==> src/rtl/smi_pkg.sv <==
package smi_pkg;
  localparam logic [1:0] OP_RD = 2'b10;
  localparam logic [1:0] START_PAT = 2'b01;
  localparam logic [1:0] TA_WR = 2'b10;

  typedef enum logic [1:0] {
    ST_IDLE,
    ST_ARM,
    ST_SHIFT,
    ST_TAIL
  } smi_state_e;
endpackage

==> src/rtl/smi_clkgen.sv <==
module smi_clkgen #(
  parameter int DIV = 10
) (
  input  logic clk_i,
  input  logic rst_ni,
  output logic mdc_o,
  output logic rise_o,
  output logic fall_o
);
  localparam int HALF = DIV / 2;
  localparam int CW = $clog2(DIV);

  logic [CW-1:0] ph_q;

  assign rise_o = (ph_q == CW'(DIV - 1));
  assign fall_o = (ph_q == CW'(HALF - 1));

  // start mid-period so the first low phase is a full half period
  always_ff @(posedge clk_i or negedge rst_ni) begin
    if (!rst_ni) begin
      ph_q  <= CW'(HALF);
      mdc_o <= 1'b0;
    end else begin
      ph_q <= rise_o ? '0 : ph_q + 1'b1;
      if (rise_o) mdc_o <= 1'b1;
      else if (fall_o) mdc_o <= 1'b0;
    end
  end
endmodule

==> src/rtl/smi_regs.sv <==
module smi_regs #(
  parameter int DW   = 16,
  parameter int AW   = 5,
  parameter int NBLK = 7,
  parameter int RAW  = 4,
  localparam int CMD_W = 2 * AW + 3,
  localparam int IW = (NBLK > 1) ? $clog2(NBLK) : 1
) (
  input  logic             clk_i,
  input  logic             rst_ni,
  input  logic             we_i,
  input  logic [RAW-1:0]   addr_i,
  input  logic [DW-1:0]    wdata_i,
  output logic [DW-1:0]    rdata_o,
  input  logic             busy_i,
  output logic             start_o,
  output logic [CMD_W-1:0] cmd_o,
  output logic [DW-1:0]    wr_o,
  input  logic             cap_we_i,
  input  logic [IW-1:0]    cap_idx_i,
  input  logic [DW-1:0]    cap_data_i
);
  localparam int A_CTRL  = 0;
  localparam int A_CMD   = 1;
  localparam int A_WDATA = 2;
  localparam int RD_BASE = 3;

  logic [CMD_W-1:0] cmd_q;
  logic [DW-1:0]    wr_q;
  logic [DW-1:0]    rd_q [NBLK];
  logic             wr_ok;

  assign wr_ok   = we_i && !busy_i;
  assign start_o = wr_ok && (addr_i == RAW'(A_CTRL)) && wdata_i[0];
  assign cmd_o   = cmd_q;
  assign wr_o    = wr_q;

  always_ff @(posedge clk_i or negedge rst_ni) begin
    if (!rst_ni) begin
      cmd_q <= '0;
      wr_q  <= '0;
    end else if (wr_ok) begin
      if (addr_i == RAW'(A_CMD))   cmd_q <= wdata_i[CMD_W-1:0];
      if (addr_i == RAW'(A_WDATA)) wr_q  <= wdata_i;
    end
  end

  for (genvar i = 0; i < NBLK; i++) begin : g_rd
    always_ff @(posedge clk_i or negedge rst_ni) begin
      if (!rst_ni) rd_q[i] <= '0;
      else if (cap_we_i && (cap_idx_i == IW'(i))) rd_q[i] <= cap_data_i;
    end
  end

  always_comb begin
    rdata_o = '0;
    if (addr_i == RAW'(A_CTRL)) rdata_o[0] = busy_i;
    if (addr_i == RAW'(A_CMD)) rdata_o[CMD_W-1:0] = cmd_q;
    if (addr_i == RAW'(A_WDATA)) rdata_o = wr_q;
    for (int i = 0; i < NBLK; i++) begin
      if (addr_i == RAW'(RD_BASE + i)) rdata_o = rd_q[i];
    end
  end
endmodule

==> src/rtl/smi_engine.sv <==
module smi_engine
  import smi_pkg::*;
#(
  parameter int DW   = 16,
  parameter int AW   = 5,
  parameter int NBLK = 7,
  localparam int CMD_W = 2 * AW + 3,
  localparam int IW = (NBLK > 1) ? $clog2(NBLK) : 1
) (
  input  logic             clk_i,
  input  logic             rst_ni,
  input  logic             start_i,
  input  logic [CMD_W-1:0] cmd_i,
  input  logic [DW-1:0]    wdata_i,
  input  logic             rise_i,
  input  logic             fall_i,
  input  logic             mdio_i,
  output logic             mdio_o,
  output logic             dir_o,
  output logic             mdv_no,
  output logic             busy_o,
  output logic             done_o,
  output logic             rd_err_o,
  output logic             cap_we_o,
  output logic [IW-1:0]    cap_idx_o,
  output logic [DW-1:0]    cap_data_o
);
  localparam int FW  = 6 + 2 * AW + DW;  // frame length
  localparam int REL = 4 + 2 * AW;       // first bit released on reads
  localparam int TA2 = REL + 1;          // slave-driven zero
  localparam int BCW = $clog2(FW + 1);

  smi_state_e    st_q;
  logic [1:0]    op_q;
  logic [AW-1:0] dev_q, reg_q;
  logic          blk_q, bad_q;
  logic [DW-1:0] wd_q, sh_q;
  logic [FW-1:0] sr_q;
  logic [BCW-1:0] cnt_q;
  logic [IW-1:0] fidx_q;
  logic          rd, blk_rd;

  assign rd     = (op_q == OP_RD);
  assign blk_rd = blk_q && rd;
  assign busy_o = (st_q != ST_IDLE);

  always_ff @(posedge clk_i or negedge rst_ni) begin
    if (!rst_ni) begin
      st_q <= ST_IDLE;
      op_q <= '0; dev_q <= '0; reg_q <= '0; blk_q <= 1'b0;
      wd_q <= '0; sh_q <= '0; sr_q <= '0; cnt_q <= '0;
      fidx_q <= '0; bad_q <= 1'b0;
      mdio_o <= 1'b1; dir_o <= 1'b0; mdv_no <= 1'b1;
      done_o <= 1'b0; rd_err_o <= 1'b0;
      cap_we_o <= 1'b0; cap_idx_o <= '0; cap_data_o <= '0;
    end else begin
      done_o   <= 1'b0;
      rd_err_o <= 1'b0;
      cap_we_o <= 1'b0;
      unique case (st_q)
        ST_IDLE: if (start_i) begin
          reg_q  <= cmd_i[AW-1:0];
          dev_q  <= cmd_i[2*AW-1:AW];
          op_q   <= cmd_i[2*AW+1:2*AW];
          blk_q  <= cmd_i[2*AW+2];
          wd_q   <= wdata_i;
          fidx_q <= '0;
          bad_q  <= 1'b0;
          st_q   <= ST_ARM;
        end
        ST_ARM: if (rise_i) begin
          mdv_no <= 1'b0;
          sr_q   <= {START_PAT, op_q, dev_q, reg_q,
                     rd ? 2'b11 : TA_WR, rd ? {DW{1'b1}} : wd_q};
          cnt_q  <= '0;
          st_q   <= ST_SHIFT;
        end
        ST_SHIFT: begin
          if (fall_i) begin
            if (cnt_q == BCW'(FW)) begin
              dir_o  <= 1'b0;
              mdio_o <= 1'b1;
              st_q   <= ST_TAIL;
            end else begin
              mdio_o <= sr_q[FW-1];
              sr_q   <= {sr_q[FW-2:0], 1'b1};
              dir_o  <= !rd || (cnt_q < BCW'(REL));
              cnt_q  <= cnt_q + 1'b1;
            end
          end else if (rise_i && rd) begin
            // cnt_q bits have been driven; the line holds bit cnt_q-1
            if (cnt_q == BCW'(TA2 + 1) && mdio_i) bad_q <= 1'b1;
            if (cnt_q > BCW'(TA2 + 1)) sh_q <= {sh_q[DW-2:0], mdio_i};
            if (cnt_q == BCW'(FW)) begin
              cap_we_o   <= 1'b1;
              cap_idx_o  <= fidx_q;
              cap_data_o <= {sh_q[DW-2:0], mdio_i};
            end
          end
        end
        ST_TAIL: if (rise_i) begin
          mdv_no <= 1'b1;
          if (blk_rd && (fidx_q != IW'(NBLK - 1))) begin
            fidx_q <= fidx_q + 1'b1;
            reg_q  <= reg_q + 1'b1;
            st_q   <= ST_ARM;
          end else begin
            done_o   <= 1'b1;
            rd_err_o <= bad_q;
            st_q     <= ST_IDLE;
          end
        end
        default: st_q <= ST_IDLE;
      endcase
    end
  end
endmodule

==> src/rtl/smi_master.sv <==
module smi_master #(
  parameter int DIV  = 10,
  parameter int DW   = 16,
  parameter int AW   = 5,
  parameter int NBLK = 7,
  parameter int RAW  = 4
) (
  input  logic           clk_i,
  input  logic           rst_ni,
  input  logic           reg_we_i,
  input  logic [RAW-1:0] reg_addr_i,
  input  logic [DW-1:0]  reg_wdata_i,
  output logic [DW-1:0]  reg_rdata_o,
  output logic           done_o,
  output logic           rd_err_o,
  output logic           mdc_o,
  output logic           mdio_o,
  input  logic           mdio_i,
  output logic           dir_o,
  output logic           mdv_no
);
  localparam int CMD_W = 2 * AW + 3;
  localparam int IW = (NBLK > 1) ? $clog2(NBLK) : 1;

  logic             rise, fall, busy, start, cap_we;
  logic [CMD_W-1:0] cmd;
  logic [DW-1:0]    wr_data, cap_data;
  logic [IW-1:0]    cap_idx;

  smi_clkgen #(.DIV(DIV)) u_clk (
    .clk_i (clk_i),
    .rst_ni(rst_ni),
    .mdc_o (mdc_o),
    .rise_o(rise),
    .fall_o(fall)
  );

  smi_regs #(.DW(DW), .AW(AW), .NBLK(NBLK), .RAW(RAW)) u_regs (
    .clk_i     (clk_i),
    .rst_ni    (rst_ni),
    .we_i      (reg_we_i),
    .addr_i    (reg_addr_i),
    .wdata_i   (reg_wdata_i),
    .rdata_o   (reg_rdata_o),
    .busy_i    (busy),
    .start_o   (start),
    .cmd_o     (cmd),
    .wr_o      (wr_data),
    .cap_we_i  (cap_we),
    .cap_idx_i (cap_idx),
    .cap_data_i(cap_data)
  );

  smi_engine #(.DW(DW), .AW(AW), .NBLK(NBLK)) u_eng (
    .clk_i     (clk_i),
    .rst_ni    (rst_ni),
    .start_i   (start),
    .cmd_i     (cmd),
    .wdata_i   (wr_data),
    .rise_i    (rise),
    .fall_i    (fall),
    .mdio_i    (mdio_i),
    .mdio_o    (mdio_o),
    .dir_o     (dir_o),
    .mdv_no    (mdv_no),
    .busy_o    (busy),
    .done_o    (done_o),
    .rd_err_o  (rd_err_o),
    .cap_we_o  (cap_we),
    .cap_idx_o (cap_idx),
    .cap_data_o(cap_data)
  );
endmodule

==> config.mk <==
export PLATFORM = sky130hd
export DESIGN_NAME = smi_master
export DESIGN_NICKNAME = d
export VERILOG_FILES = /design/src/rtl/smi_pkg.sv /design/src/rtl/smi_clkgen.sv /design/src/rtl/smi_regs.sv /design/src/rtl/smi_engine.sv /design/src/rtl/smi_master.sv
export SDC_FILE = /design/constraint.sdc
export NUM_CORES = 1
export LEC_CHECK = 0
export ABC_AREA = 1
export BUFFER_PORTS_ARGS = -buffer_cell sky130_fd_sc_hd__buf_2
export CAP_MARGIN = 10
export CORE_MARGIN = 10
export CORE_UTILIZATION = 50
export CTS_CLUSTER_SIZE = 20
export DETAILED_ROUTE_END_ITERATION = 7
export GPL_ROUTABILITY_DRIVEN = 0
export HOLD_SLACK_MARGIN = 0.1
export PLACE_DENSITY = 0.64
export SLEW_MARGIN = 20
export SYNTH_ARGS = -nofsm -noshare
export SYNTH_HDL_FRONTEND = slang
export SYNTH_SLANG_ARGS = --single-unit
==> constraint.sdc <==
create_clock -name clk_i -period 2.3 [get_ports clk_i]
set_clock_uncertainty 0.05 [all_clocks]
set_input_delay 0 -clock clk_i [delete_from_list [all_inputs] [get_ports clk_i]]
set_output_delay 0 -clock clk_i [all_outputs]
set_load 0.1 [all_outputs]
==> results.ini <==
[power]
seqPwrFrac = 0.440
power_leakage_nw = 6.31
total_power_mw = 13.4
vdd_drop_max_uv = 746
p_per_area_nw_per_um2 = 999
clkPwrFrac = 0.327
intPower_mw = 9.03
power_frac_comb = 0.233
swShare = 0.324
switchingPower_mw = 4.33

[die]
io_pins = 46
die-area_sq_um = 29500
fp.dieW_microns = 172
coreArea_sq_um = 22600
initial_core_util = 0.509
rows = 55
die_y_microns = 172

[sta]
period_share = 0.950
setup_slack_ps = 115
fin_crit_ps = 2190
setup_viol_count_final = 0
fmax_ghz = 0.458
finalMaxSlewViolations = 0
hold_violations = 0
setup_tns_ps = 0
worst_slew_pin_slew_ps = 571
slew_headroom = 0.619
rsz0062_at_grt = no

[clock_network]
cts_tree = yes
cts.htree.levels = 1
clockBufferDepth = 3
cts.clk_slew.worst_paths_ps = 60
cts.sinks = 259
cts_buffers = 28
cts_root_buffer = clkbuf_16
clock_latency_ps = 550

[routing]
routed_wl_microns = 27300
wire_per_inst_microns = 15.6
final_antenna_net_count = 0
dr.pass1.iters = 5
drtIter0Drc = 829
via_per_inst = 5.12
drc = 0
num_vias = 8941

[synth]
syn_nets = 1406
ys_warn_count = 0
synth_cells = 1372
synth_top_flop_cell = dfrtp_1
syn_area_per_cell_sq_um = 8.41
ys_ff_latch = 259
synthesis.area_sq_um = 11500
synth_enable_flop_cells = 0
yosysUniqueCellTypes = 38
synthArstFlopShare = 1.00
yosysSeqAreaShare = 0.562

[layout]
multiInputGateArea_sq_um = 4250
register_area_sq_um = 6490
layout.nets = 1477
post-route-util = 0.591
drive_gt1_frac = 0.114
area_growth_pct = 16.0
fillers = 2019
final_common_cell = nand2_1
fin_cells = 1745
layout_common_cells = nand2_1 (424), dfrtp_1 (254), o21ai_0 (136)

[global_routing]
grt_use_total = 0.190
antenna_found_initial = 1
grt-ovfl-total = 0
grt_pass1_vias = 8659
grt_start_max_net_pins = 75
grt_pass1_wl_microns = 45600

[placement]
dp_hpwl_microns = 18300
port_buffers = 45
pre_cts_ws_ps = 304
dp_cells = 1668

[setup_path]
path_max_fanout = 5
crit_path_end_kind = output pin
start_kind = flip-flop
cp.arrival_ps = 2140
path_class = flip-flop to output pin
required_ps = 2250

[worst_hold_path]
hp-class = primary input to flip-flop

[status]
status = finished, final reports clean

[flow_run]
maxCapViolations = 0

[cell families (layout without fill, tap and decap cells)]
kind of cell | after synthesis | in the layout | share of synthesized area
fa+ha+maj | 10 | 10 | 0.0108
xor+xnor | 5 | 5 | 0.00380
mux | 11 | 11 | 0.0104
simple gates | 590 | 590 | 0.212
buf+inv | 203 | 290 | 0.0714
compound gates | 294 | 294 | 0.130
flops | 259 | 259 | 0.562
other cells | 0 | 1 | 0
[state kept, by name, summed over array words and instances, names as in the netlist, 4 cells and up]
signal            count
u_clk.ph_q            4
u_eng.wd_q           16
u_eng.sr_q           32
u_regs.wr_o          16
u_eng.dev_q           5
u_regs.rd_q         112
u_regs.cmd_o         13
u_eng.cnt_q           6
u_eng.reg_q           5
u_eng.cap_data_o     16
u_eng.sh_q           15
[Yosys cell counts, types with 2 or more instances]
cell type / count / area (sq um)
nand2_1: 425 / 1600
dfrtp_1: 255 / 6380
o21ai_0: 136 / 681
inv_1: 126 / 473
o21ai_1: 115 / 576
nor2_1: 73 / 274
nand3_1: 41 / 205
a21oi_1: 37 / 185
clkbuf_1: 36 / 135
nand4_1: 20 / 125
buf_2: 19 / 95.1
inv_2: 15 / 56.3
ha_1: 10 / 125
mux2i_1: 9 / 90.1
nor2_4: 5 / 56.3
xor2_1: 5 / 43.8
buf_6: 4 / 45.0
dfstp_2: 4 / 105
nand2_2: 4 / 25.0
or2_0: 4 / 25.0
or2_1: 4 / 25.0
or2_2: 3 / 18.8
buf_4: 2 / 15.0
mux2_4: 2 / 30.0
nor2_2: 2 / 12.5
nor3_1: 2 / 10.0
nor3b_1: 2 / 15.0
o211ai_1: 2 / 15.0
[path summary, 6_finish.rpt]
| kind | cells after the start | endpoint | slack (ps) | startpoint |
|---|---|---|---|---|
| max in group asynchronous | 4 | u_regs.cmd_o[7]$_DFFE_PN0P_ | 1230 | rst_ni |
| setup / recovery | 10 | reg_rdata_o[0] | 110 | u_eng.st_q[0]$_DFFE_PN0P_ |
| hold / removal | 5 | u_eng.wd_q[0]$_DFFE_PN0P_ | 190 | reg_addr_i[3] |
| setup reg to reg | 7 | u_regs.wr_o[13]$_DFFE_PN0P_ | 280 | u_eng.st_q[0]$_DFFE_PN0P_ |
| min in group asynchronous | 3 | u_eng.mdio_o$_DFFE_PN1P_ | 550 | rst_ni |
| hold reg to reg | 1 | u_clk.ph_q[0]$_DFF_PN1_ | 410 | u_clk.ph_q[0]$_DFF_PN1_ |
[metal layers]
| layer | GRT usage | vias to the layer above | share of wire |
|---|---|---|---|
| met2 | 0.297 | 177 | 0.45 |
| met5 | 0 | - | 0 |
| li1 | - | 4527 | - |
| met3 | 0.0324 | 44 | 0.049 |
| met1 | 0.269 | 4193 | 0.48 |
| met4 | 0.0469 | 0 | 0.023 |
[worst max-delay path: stages (launching register included)]
cell and delay [ps]:
dfrtp_2 440, inv_4 90, ha_4 160, inv_1 70, nand3_1 80, nand2_1 60
nor2_2 100, nand4_1 140, nand2_1 120, nand4_1 140, buf_12 210
[timing repair]
item                                    in CTS  in global routing
hold buffers                                25                  0
endpoints found under the hold margin      307                  0
endpoints found under the setup margin       1                 16
gates resized for setup                      6                 30
setup buffers                                0                  5
pin swaps                                    0                  2
[area by class of cell]
| type | count | share of cell area |
|---|---|---|
| antenna | 1 | 0.000187 |
| clock buffer | 38 | 0.0589 |
| clock inverter | 8 | 0.00758 |
| inverter | 142 | 0.0400 |
| multi-input combinational | 910 | 0.317 |
| sequential | 259 | 0.485 |
| tap | 285 | 0.0267 |
| timing repair buffer | 102 | 0.0644 |
[power by group through the flow]
| stage | sequential (mW) | clock, mW | combinational [mW] |
|---|---|---|---|
| CTS | 5.88 | 4.46 | 3.10 |
| global placement | 5.94 | 0 | 2.92 |
| detailed placement | 5.94 | 0 | 3.00 |
| finish | 5.88 | 4.37 | 3.12 |
| floorplan | 5.94 | 0 | 2.21 |
| global route | 5.97 | 4.64 | 3.54 |
[through the flow]
step | cell area [sq um] | hold slack [ps]
final | 13400 | 188
after floorplan | 11500 | -346
after detailed placement | 12100 | -117
after global routing | 13400 | 203
after global placement | 12100 | -116
after CTS | 13300 | 150
No activity file was read; power rests on OpenSTA's default activity.
